### src/rtl/nia_pkg.sv
package nia_pkg;
  // Level encoding: 0 means no request, larger means more urgent.
  localparam int LVL_W    = 2;
  localparam int N_LEVELS = 3;
  localparam logic [LVL_W-1:0] LV_NONE = 2'd0;
  localparam logic [LVL_W-1:0] LV_LOW  = 2'd1;
  localparam logic [LVL_W-1:0] LV_HIGH = 2'd2;
  localparam logic [LVL_W-1:0] LV_TOP  = 2'd3;

  // One-hot in-service mask bit for a nonzero level.
  function automatic logic [N_LEVELS-1:0] lvl_mask(input logic [LVL_W-1:0] lv);
    lvl_mask = '0;
    if (lv != LV_NONE) lvl_mask[lv - 2'd1] = 1'b1;
  endfunction
endpackage

### src/rtl/nia_level_map.sv
module nia_level_map
  import nia_pkg::*;
#(
  parameter int N_LINES = 10,
  parameter int N_TOP   = 2
) (
  input  logic [N_LINES-1:0]            pend_i,
  input  logic [N_LINES-1:0]            sel_i,
  output logic [N_LINES-1:0][LVL_W-1:0] lvl_o
);
  for (genvar g = 0; g < N_LINES; g++) begin : g_line
    if (g < N_TOP) begin : g_top_capable
      assign lvl_o[g] = !pend_i[g] ? LV_NONE : (sel_i[g] ? LV_TOP : LV_LOW);
    end else begin : g_high_capable
      assign lvl_o[g] = !pend_i[g] ? LV_NONE : (sel_i[g] ? LV_HIGH : LV_LOW);
    end
  end
endmodule

### src/rtl/nia_pick.sv
module nia_pick
  import nia_pkg::*;
#(
  parameter int N_LINES = 10,
  localparam int IDX_W  = $clog2(N_LINES)
) (
  input  logic [N_LINES-1:0][LVL_W-1:0] lvl_i,
  output logic [LVL_W-1:0]              win_lvl_o,
  output logic [IDX_W-1:0]              win_idx_o
);
  // Scan from the highest index down; ">=" lets a lower index take a tie.
  always_comb begin
    win_lvl_o = LV_NONE;
    win_idx_o = '0;
    for (int i = N_LINES - 1; i >= 0; i--) begin
      if (lvl_i[i] >= win_lvl_o) begin
        win_lvl_o = lvl_i[i];
        win_idx_o = IDX_W'(i);
      end
    end
  end
endmodule

### src/rtl/nia_pend.sv
module nia_pend #(
  parameter int N_LINES = 10
) (
  input  logic               clk,
  input  logic               rst_n,
  input  logic [N_LINES-1:0] set_i,
  input  logic [N_LINES-1:0] clr_i,
  output logic [N_LINES-1:0] pend_o
);
  logic [N_LINES-1:0] pend_q;

  // A strobe in the same cycle as a clear wins, so nothing is lost.
  always_ff @(posedge clk) begin
    if (!rst_n) pend_q <= '0;
    else        pend_q <= (pend_q & ~clr_i) | set_i;
  end

  assign pend_o = pend_q;


  pend_hold_chk: assert property (@(posedge clk) disable iff (!rst_n)
    1'b1 |=> ((($past(pend_q) & ~$past(clr_i)) & ~pend_q) == '0));
endmodule

### src/rtl/nia_inservice.sv
module nia_inservice
  import nia_pkg::*;
(
  input  logic             clk,
  input  logic             rst_n,
  input  logic             take_i,
  input  logic [LVL_W-1:0] take_lvl_i,
  input  logic             ret_i,
  output logic [LVL_W-1:0] cur_lvl_o
);
  logic [N_LEVELS-1:0] isr_q;
  logic [N_LEVELS-1:0] top_bit;
  logic [N_LEVELS-1:0] set_bits;

  always_comb begin
    top_bit   = '0;
    cur_lvl_o = LV_NONE;
    for (int l = 0; l < N_LEVELS; l++) begin
      if (isr_q[l]) begin
        top_bit   = '0;
        top_bit[l] = 1'b1;
        cur_lvl_o = LVL_W'(l + 1);
      end
    end
  end

  assign set_bits = take_i ? lvl_mask(take_lvl_i) : '0;

  always_ff @(posedge clk) begin
    if (!rst_n) isr_q <= '0;
    else        isr_q <= (isr_q & ~(ret_i ? top_bit : '0)) | set_bits;
  end


  take_sets_chk: assert property (@(posedge clk) disable iff (!rst_n)
    (take_i && !ret_i) |=> ((isr_q & lvl_mask($past(take_lvl_i))) != '0));


  ret_drop_chk: assert property (@(posedge clk) disable iff (!rst_n)
    (ret_i && !take_i && isr_q != '0) |=>
      ($countones(isr_q) == $countones($past(isr_q)) - 1));


  ret_empty_chk: assert property (@(posedge clk) disable iff (!rst_n)
    (ret_i && !take_i && isr_q == '0) |=> (isr_q == '0));
endmodule

### src/rtl/nia_top.sv
module nia_top
  import nia_pkg::*;
#(
  parameter int N_LINES  = 10,
  parameter int N_TOP    = 2,
  parameter int VEC_W    = 16,
  parameter int VEC_BASE = 3,
  parameter int VEC_STEP = 8,
  localparam int IDX_W   = $clog2(N_LINES)
) (
  input  logic               clk,
  input  logic               rst_n,
  input  logic [N_LINES-1:0] req_i,
  input  logic [N_LINES-1:0] lvl_sel_i,
  input  logic               en_i,
  input  logic               ack_i,
  input  logic               ret_i,
  output logic               irq_o,
  output logic [VEC_W-1:0]   vec_o
);
  logic [N_LINES-1:0]            pend_q;
  logic [N_LINES-1:0]            clr_mask;
  logic [N_LINES-1:0][LVL_W-1:0] line_lvl;
  logic [LVL_W-1:0]              win_lvl;
  logic [IDX_W-1:0]              win_idx;
  logic [LVL_W-1:0]              cur_lvl;
  logic                          take;

  nia_pend #(.N_LINES(N_LINES)) u_pend (
    .clk(clk), .rst_n(rst_n), .set_i(req_i), .clr_i(clr_mask), .pend_o(pend_q)
  );

  nia_level_map #(.N_LINES(N_LINES), .N_TOP(N_TOP)) u_map (
    .pend_i(pend_q), .sel_i(lvl_sel_i), .lvl_o(line_lvl)
  );

  nia_pick #(.N_LINES(N_LINES)) u_pick (
    .lvl_i(line_lvl), .win_lvl_o(win_lvl), .win_idx_o(win_idx)
  );

  nia_inservice u_isr (
    .clk(clk), .rst_n(rst_n), .take_i(take), .take_lvl_i(win_lvl),
    .ret_i(ret_i), .cur_lvl_o(cur_lvl)
  );

  assign irq_o    = en_i && (win_lvl > cur_lvl);
  assign take     = ack_i && irq_o;
  assign clr_mask = take ? (N_LINES'(1) << win_idx) : '0;
  assign vec_o    = VEC_W'(VEC_BASE) + VEC_W'(win_idx) * VEC_W'(VEC_STEP);


  irq_masked_chk: assert property (@(posedge clk) disable iff (!rst_n)
    !en_i |-> !irq_o);


  nest_rise_chk: assert property (@(posedge clk) disable iff (!rst_n)
    (irq_o && ack_i && !ret_i) |=> (cur_lvl > $past(cur_lvl)));


  winner_pending_chk: assert property (@(posedge clk) disable iff (!rst_n)
    irq_o |-> pend_q[win_idx]);


  clr_onehot_chk: assert property (@(posedge clk) disable iff (!rst_n)
    $onehot0(clr_mask));
endmodule

### config.mk
export PLATFORM = sky130hd
export DESIGN_NAME = nia_top
export DESIGN_NICKNAME = d
export VERILOG_FILES = /design/src/rtl/nia_pkg.sv /design/src/rtl/nia_level_map.sv /design/src/rtl/nia_pick.sv /design/src/rtl/nia_pend.sv /design/src/rtl/nia_inservice.sv /design/src/rtl/nia_top.sv
export SDC_FILE = /design/constraint.sdc
export NUM_CORES = 1
export LEC_CHECK = 0
export BUFFER_PORTS_ARGS = -buffer_cell sky130_fd_sc_hd__buf_4
export CORE_MARGIN = 1
export CORE_UTILIZATION = 50
export CTS_BUF_LIST = sky130_fd_sc_hd__clkbuf_2
export CTS_CLUSTER_DIAMETER = 150
export DETAILED_ROUTE_END_ITERATION = 8
export PLACE_DENSITY = 0.83
export SYNTH_ARGS = -nofsm -noshare
export SYNTH_HDL_FRONTEND = slang
export SYNTH_HIERARCHICAL = 1
export SYNTH_SLANG_ARGS = --single-unit
### constraint.sdc
create_clock -name clk -period 13.3 [get_ports clk]
set_input_delay 2.66 -clock clk [delete_from_list [all_inputs] [get_ports clk]]
set_output_delay 2.66 -clock clk [all_outputs]
set_load 0.02 [all_outputs]
==> results of run 1 <==
worst register-to-register path: cells and delay by family (launching register included):
family          cells  cell delay, ps
simple gates       23            3200
compound gates     19            3020
fa+ha+maj          10            2330
buf+inv             7             530
flops               1             400
mux                 1             240
layer usage:
layer,GRT usage,vias to the layer above
li1,-,904
met1,0.2706,910
met2,0.5248,68
met3,0.05672,10
met4,0.08117,0
met5,0,-
Yosys cell counts (2+ instances only):
library cell,instances,area share
a21oi_2,3,0.015
nor3_1,4,0.011
nor2_1,11,0.024
nor4_1,7,0.025
nand2b_1,9,0.032
dfxtp_1,13,0.15
buf_6,2,0.013
nor2b_1,21,0.075
nand2_1,11,0.024
nand2b_4,2,0.016
o21bai_1,5,0.022
ha_1,29,0.21
o21ai_0,2,0.0057
o21a_1,11,0.047
a21oi_1,8,0.023
buf_4,14,0.060
inv_1,31,0.067
and2_1,11,0.039
conb_1,2,0.0043
how the worst max path moves through the flow:
| stage | slack [ps] | cells past startpoint | endpoint | start |
|---|---|---|---|---|
| after floorplan | -350 | 57 | irq_o | lvl_sel_i[8] |
| final | -510 | 59 | irq_o | lvl_sel_i[8] |
| after global placement | -380 | 59 | irq_o | lvl_sel_i[8] |
| after detailed placement | -680 | 59 | irq_o | lvl_sel_i[8] |
| after CTS | -370 | 59 | irq_o | lvl_sel_i[8] |
| after global routing | -920 | 59 | irq_o | lvl_sel_i[8] |
state kept, by name, indices dropped and copies added, names as in the netlist:
name           count
u_pend/pend_o     10
u_isr/isr_q        3
what timing repair did:
action | 4_1_cts | 5_1_grt
gates resized for setup | 24 | 23
pin swaps | 32 | 32
buffers inserted | 32 | 7
cloned | 0 | 0
endpoints found under the setup margin | 5 | 5
hold endpoints to repair | 0 | 0
power groups by stage:
stage | combinational (W) | clock [W] | sequential (W)
after global placement | 0.000141 | 0 | 0.0000450
after CTS | 0.000182 | 0.0000223 | 0.0000443
after global routing | 0.000226 | 0.0000250 | 0.0000450
final | 0.000213 | 0.0000224 | 0.0000446
after floorplan | 0.0000981 | 0 | 0.0000442
after detailed placement | 0.000146 | 0 | 0.0000451
final cells by class:
class / count / area share
Multi-Input combinational cell: 173 / 0.5679
Tap cell: 46 / 0.02090
Sequential cell: 13 / 0.09450
Timing Repair Buffer: 95 / 0.2672
Clock buffer: 4 / 0.007269
Inverter: 31 / 0.04225
cell usage in the layout, fill, tap and decap left out, types with 6 or more instances in the layout:
cell	n
inv_1	26
conb_1	12
ha_1	23
nor4_1	6
buf_4	89
o21a_1	11
nand2_1	7
and2_1	9
nand2b_1	6
dfxtp_1	13
nor2b_1	18
buf_6	6
per-stage QoR:
step | setup TNS [ps] | setup slack [ps] | area (um^2)
after floorplan | -1221 | -350.2 | 1889
after global placement | -611.5 | -375.1 | 2247
after detailed placement | -1740 | -681.5 | 2247
after CTS | -628.0 | -369.5 | 2611
after global routing | -3214 | -915.4 | 2754
final | -1147 | -505.5 | 2754
kinds of logic after synthesis:
group	after synthesis
compound gates	44
fa+ha+maj	29
buf+inv	47
flops	13
mux	1
other cells	2
simple gates	87
==> results.md, run 1 <==
- Worst Skew: 31.08 ps
- Adder-cell share of the synthesized area: 0.2082
- Drt drc: 0
- RePlAce Congestion: 0.8626
- Actual slew at the worst max-slew pin: 552.5 ps
- M1 wire length: roughly 2.1 mm
- Int Power: 0.0001606 W
- Compound-Gate Fraction of Synth Area: 0.1981
- Min-delay src: u_isr/isr_q[0]
- Layout cell share with drive strength beyond 1: 0.5063
- Final hold violation count: 0
- Core Util, Final: 0.8253
- Fill cells: between 200 and 250
- Clk pwr share: 0.080
- Final setup fails: 4
- Vias in the first global route: ~1800
- CP delay by family, top: compound AO/OA/AOI/OAI gates
- Period Utilization, post-route: 1.038
- Most frequent CP cell: ha_1
- CTS max path bufs: 2
- Post-synth EDFFs: 0
- Max-slew violation count: 0
- CTS clk-pin slew, worst paths: 120 ps
- Die W: about 60 um
- Critical Path Source Type: primary input
- Initial DRC Count: between 60 and 70
- Number of placed cells counting well taps: 320
- Drt pass-1 iters: 4
- Top layer used by detailed routing: met4
- Syn Std Cell Area: approximately 1700 um^2
- Largest family of logic cells by synthesized area: simple AND/OR/NAND/NOR gates
- PwrDens: 101.6 nW/um^2
- RSZ-0062 raised after global routing: yes
- Worst vdd ir: about 100 uV
- Final ANT Viol Nets: 0
- Critical path buffers and inverters: 9
- CP max stage delay: approximately 380 ps
- R2R cell count: 60
- CP required: approximately 11000 ps
- Reg2Reg Setup Slack: about 3500 ps
- Relative slew margins: 0.6316
- H-Tree Depth: 1
- Comb pwr share: 0.760
- Vias/cell: around 5.2
- Ports: between 40 and 50
- CTS Root Cell: clkbuf_2
- Initial Util: 0.5223
- Die Ht: 61.04 um
- WHS Path Cells: 2
- Hold Path End: u_isr/isr_q[0]
- Status: finished, violations left
- Seq cells post-synth: 13
- Final #Nets: around 370
- Reg area: roughly 260 um^2
- Overall Power: 0.0002797 W
- Post-synthesis sequential area ratio: 0.1493
- Routed vias: roughly 1900
- Diodes inserted: 0
- Final non-filler cell total: between 300 and 400
- Sw Ratio: 0.4259
- Cells after Synth: around 220
- Die area: 3726 um^2
- Synth Area in XOR/XNOR: 0
- GRT Total Usage: 0.2639
- Row count: 21
- Synth unique cells: between 40 and 50
- Detailed Place HPWL: approximately 3.1 mm
- Simple-Gate Fraction of Synth Area: 0.2943
- Drt wl/cell: between 15 and 20 um
- HP Class: reg -> reg
- Fmax: 72.43 MHz
- # clock sinks: 13
- Mapped Avg Cell Area: slightly below 8 um^2
- Multi-input gate area: 1564 um^2
- Pin count of the biggest net entering global routing: 15
- Routed WL: about 5.5 mm
- Hold_buf cts: 0
- Hold slack: 477.5 ps
- Mux share of post-synthesis cell area: 0.005743
- First-pass GRT wire length: slightly above 7 mm
- Sequential share of power: 0.159
- Failing checks: negative setup slack
- Min Tclk post-route: between 10000 and 15000 ps
- Sw power: roughly 0.00012 W
- DR WL met3: roughly 210 um
- Worst-skew pair later-pin latency: about 300 ps
- Synth Warn #: 6
- Area growth syn-to-layout: 58.00%
- IO buf count: 29
- Worst-path fanout max: 4
- Core area: 3337 um^2
- Reg2reg end: u_pend/pend_o[4]
- WL met2: between 3 and 4 mm
- Critical Path End Type: output pin
- Pleak: approximately 1.3 nW
- Reg-to-Reg Start: u_pend/pend_o[9]
- CTS Buf Count: 3
- Post-synth ARST share: 0
- Crit path arrival time: 11150 ps
- Grt ovf: 0
- Synth Flop Type: dfxtp_1
- Maxcap violations: 0
- CTS tree: built
- Antenna violations before repair: 0
- Setup slack after layout: -505.5 ps
- Crit path kind: in -> out
- Critical-path top delay cell: or3_4
(Power assumes the default switching activity.)
==> run 2: changes to the inputs <==
--- a/config.mk
+++ b/config.mk
@@ -11,7 +11,9 @@
 export CTS_BUF_LIST = sky130_fd_sc_hd__clkbuf_2
 export CTS_CLUSTER_DIAMETER = 150
 export DETAILED_ROUTE_END_ITERATION = 8
-export PLACE_DENSITY = 0.83
+export PLACE_DENSITY = 0.8
+export RECOVER_POWER = 100
+export SKIP_LAST_GASP = 1
 export SYNTH_ARGS = -nofsm -noshare
 export SYNTH_HDL_FRONTEND = slang
 export SYNTH_HIERARCHICAL = 1
==> run 2 against run 1 <==
Compared with the run above: the run still ends with negative setup slack left; core utilization increased by 0.30 points; cell count decreased by 1.1%; register-to-register slack got worse by 490 ps; largest cell class unchanged.
==> results.md, run 2 (synthesis results as in run 1) <==
- Final hold violation count: 0
- Setup slack after layout: -790.0 ps
- Placed Area: approximately 2300 um^2
- Maxcap violations: 0
- Multi-input gate area: about 1600 um^2
- Status: finished, violations left
- Int Power: 0.0001650 W
- Critical path buffers and inverters: 8
- Worst-skew pair later-pin latency: between 200 and 300 ps
- Vias in the first global route: 1606
- Max-slew violation count: 0
- Layout cell share with drive strength beyond 1: 0.4936
- Critical Path Source Type: primary input
- CP required: between 10000 and 15000 ps
- Final setup fails: 5
- Clk pwr share: 0.079
- Area growth syn-to-layout: 58.58%
- Die Ht: just over 60 um
- Relative slew margins: 0.4363
- Commonest non-fill, non-tap cell in the layout: buf_4
- CTS clk-pin slew, worst paths: ~130 ps
- Actual slew at the worst max-slew pin: 844.6 ps
- Worst vdd ir: between 80 and 90 uV
- Ports: 42
- Fill cells: around 200
- CTS tree: built
- Core Util, Final: 0.8283
- Reg area: about 260 um^2
- Worst Skew: ~11 ps
- Crit path arrival time: 11430 ps
- Drt drc: 0
- Pin count of the biggest net entering global routing: 15
- Row count: 21
- Crit path kind: in -> out
- Final ANT Viol Nets: 0
- Detailed Place HPWL: about 3 mm
- Initial DRC Count: 92
- Comb pwr share: 0.765
- GRT Total Usage: 0.2287
- Final #Nets: 367
- RePlAce Congestion: roughly 0.77
- Pleak: 1.311 nW
- Largest register FFs: 10
- HP Class: reg -> reg
- Worst-path fanout max: 4
- Period Utilization, post-route: 1.059
- Vias/cell: 5.179
- Initial Util: 0.5223
- Die W: 61.04 um
- First-pass GRT wire length: approximately 6.4 mm
- Drt pass-1 iters: 4
- Routed vias: between 1500 and 2000
- CTS max path bufs: 2
- Antenna violations before repair: 0
- Sequential share of power: 0.156
- Diodes inserted: 0
- Most frequent cells in the layout: 82 x buf_4, 26 x inv_1, 22 x ha_1, 17 x nor2b_1, 13 x dfxtp_1
- Fmax: between 70 and 80 MHz
- Min Tclk post-route: approximately 14000 ps
- PwrDens: ~100 nW/um^2
- Core area: approximately 3300 um^2
- Drt wl/cell: about 15 um
- H-Tree Depth: 1
- Failing checks: negative setup slack
- Sw Ratio: 0.4227
- Sw power: 0.0001208 W
- Routed WL: between 5 and 6 mm
- Hold_buf cts: 0
- Critical Path End Type: output pin
- Critical-path top delay cell: or3_4
- Overall Power: around 0.00029 W
- Grt ovf: 0
- RSZ-0062 raised after global routing: yes
- Design area: roughly 2800 um^2
- # clock sinks: 13
- CP delay by family, top: compound AO/OA/AOI/OAI gates
- Die area: approximately 3700 um^2
- CTS Root Cell: clkbuf_2
- CP max stage delay: approximately 390 ps
- CTS Buf Count: 3
- IO buf count: 29
run 2: changes by cell type in the layout (fill, tap and decap cells not counted), sizes merged:
cell / before / now
buf: 95 / 91
run 2: final timing paths:
check | cells after the start | slack, ps | end | start
worst max-delay path | 59 | -790 | irq_o | lvl_sel_i[8]
worst min-delay path | 2 | 470 | u_isr/isr_q[0] | u_isr/isr_q[0]
worst max register to register | 62 | 3030 | u_pend/pend_o[1] | u_pend/pend_o[8]
worst min register to register | 2 | 470 | u_isr/isr_q[0] | u_isr/isr_q[0]
run 2: metrics by stage:
step,setup TNS [ps],hold WS (ps),instances,worst slack (ps)
2_1_floorplan,-1221,431.5,233,-350.2
3_3_place_gp,-688.6,450.6,322,-420.0
3_5_place_dp,-1770,456.6,322,-665.5
4_1_cts,-839.4,473.5,346,-446.7
5_1_grt,-4120,504.4,358,-1143
6_report,-2349,473.5,358,-790.0
run 2: routing by layer:
| metal | GRT usage | vias to the layer above | share of wire |
|---|---|---|---|
| met1 | 0.2642 | 879 | 0.38 |
| met2 | 0.4379 | 60 | 0.55 |
| met3 | 0.02311 | 18 | 0.034 |
| met4 | 0.07143 | 0 | 0.035 |
| met5 | 0 | - | 0 |
| li1 | - | 897 | - |
run 2: cell type report:
cell class / count / share of cell area
clock buffer: 4 / 0.007243
inverter: 31 / 0.04210
multi-input combinational: 173 / 0.5749
sequential: 13 / 0.09416
tap: 46 / 0.02082
timing repair buffer: 91 / 0.2608
run 2: what timing repair did:
item                                    CTS  global route
endpoints found under the setup margin    5             5
pin swaps                                19            32
gates resized for setup                   8            44
hold endpoints to repair                  0             0
buffers inserted                         20            12
run 2: power by group through the flow:
stage / clock [W] / combinational, W / sequential (W)
2_1_floorplan: 0 / 0.0000981 / 0.0000442
6_report: 0.0000226 / 0.000219 / 0.0000446
3_3_place_gp: 0 / 0.000143 / 0.0000451
3_5_place_dp: 0 / 0.000147 / 0.0000452
5_1_grt: 0.0000239 / 0.000233 / 0.0000451
4_1_cts: 0.0000214 / 0.000167 / 0.0000444
run 2: worst reg2reg max path: cells and delay by family (launching register included):
family | cells | cell delay, ps
AOI/OAI and AO/OA | 20 | 3100
DFF | 1 | 390
muxes | 1 | 280
adders and majority gates | 10 | 2490
and+or+nand+nor | 23 | 3220
buffers and inverters | 8 | 650
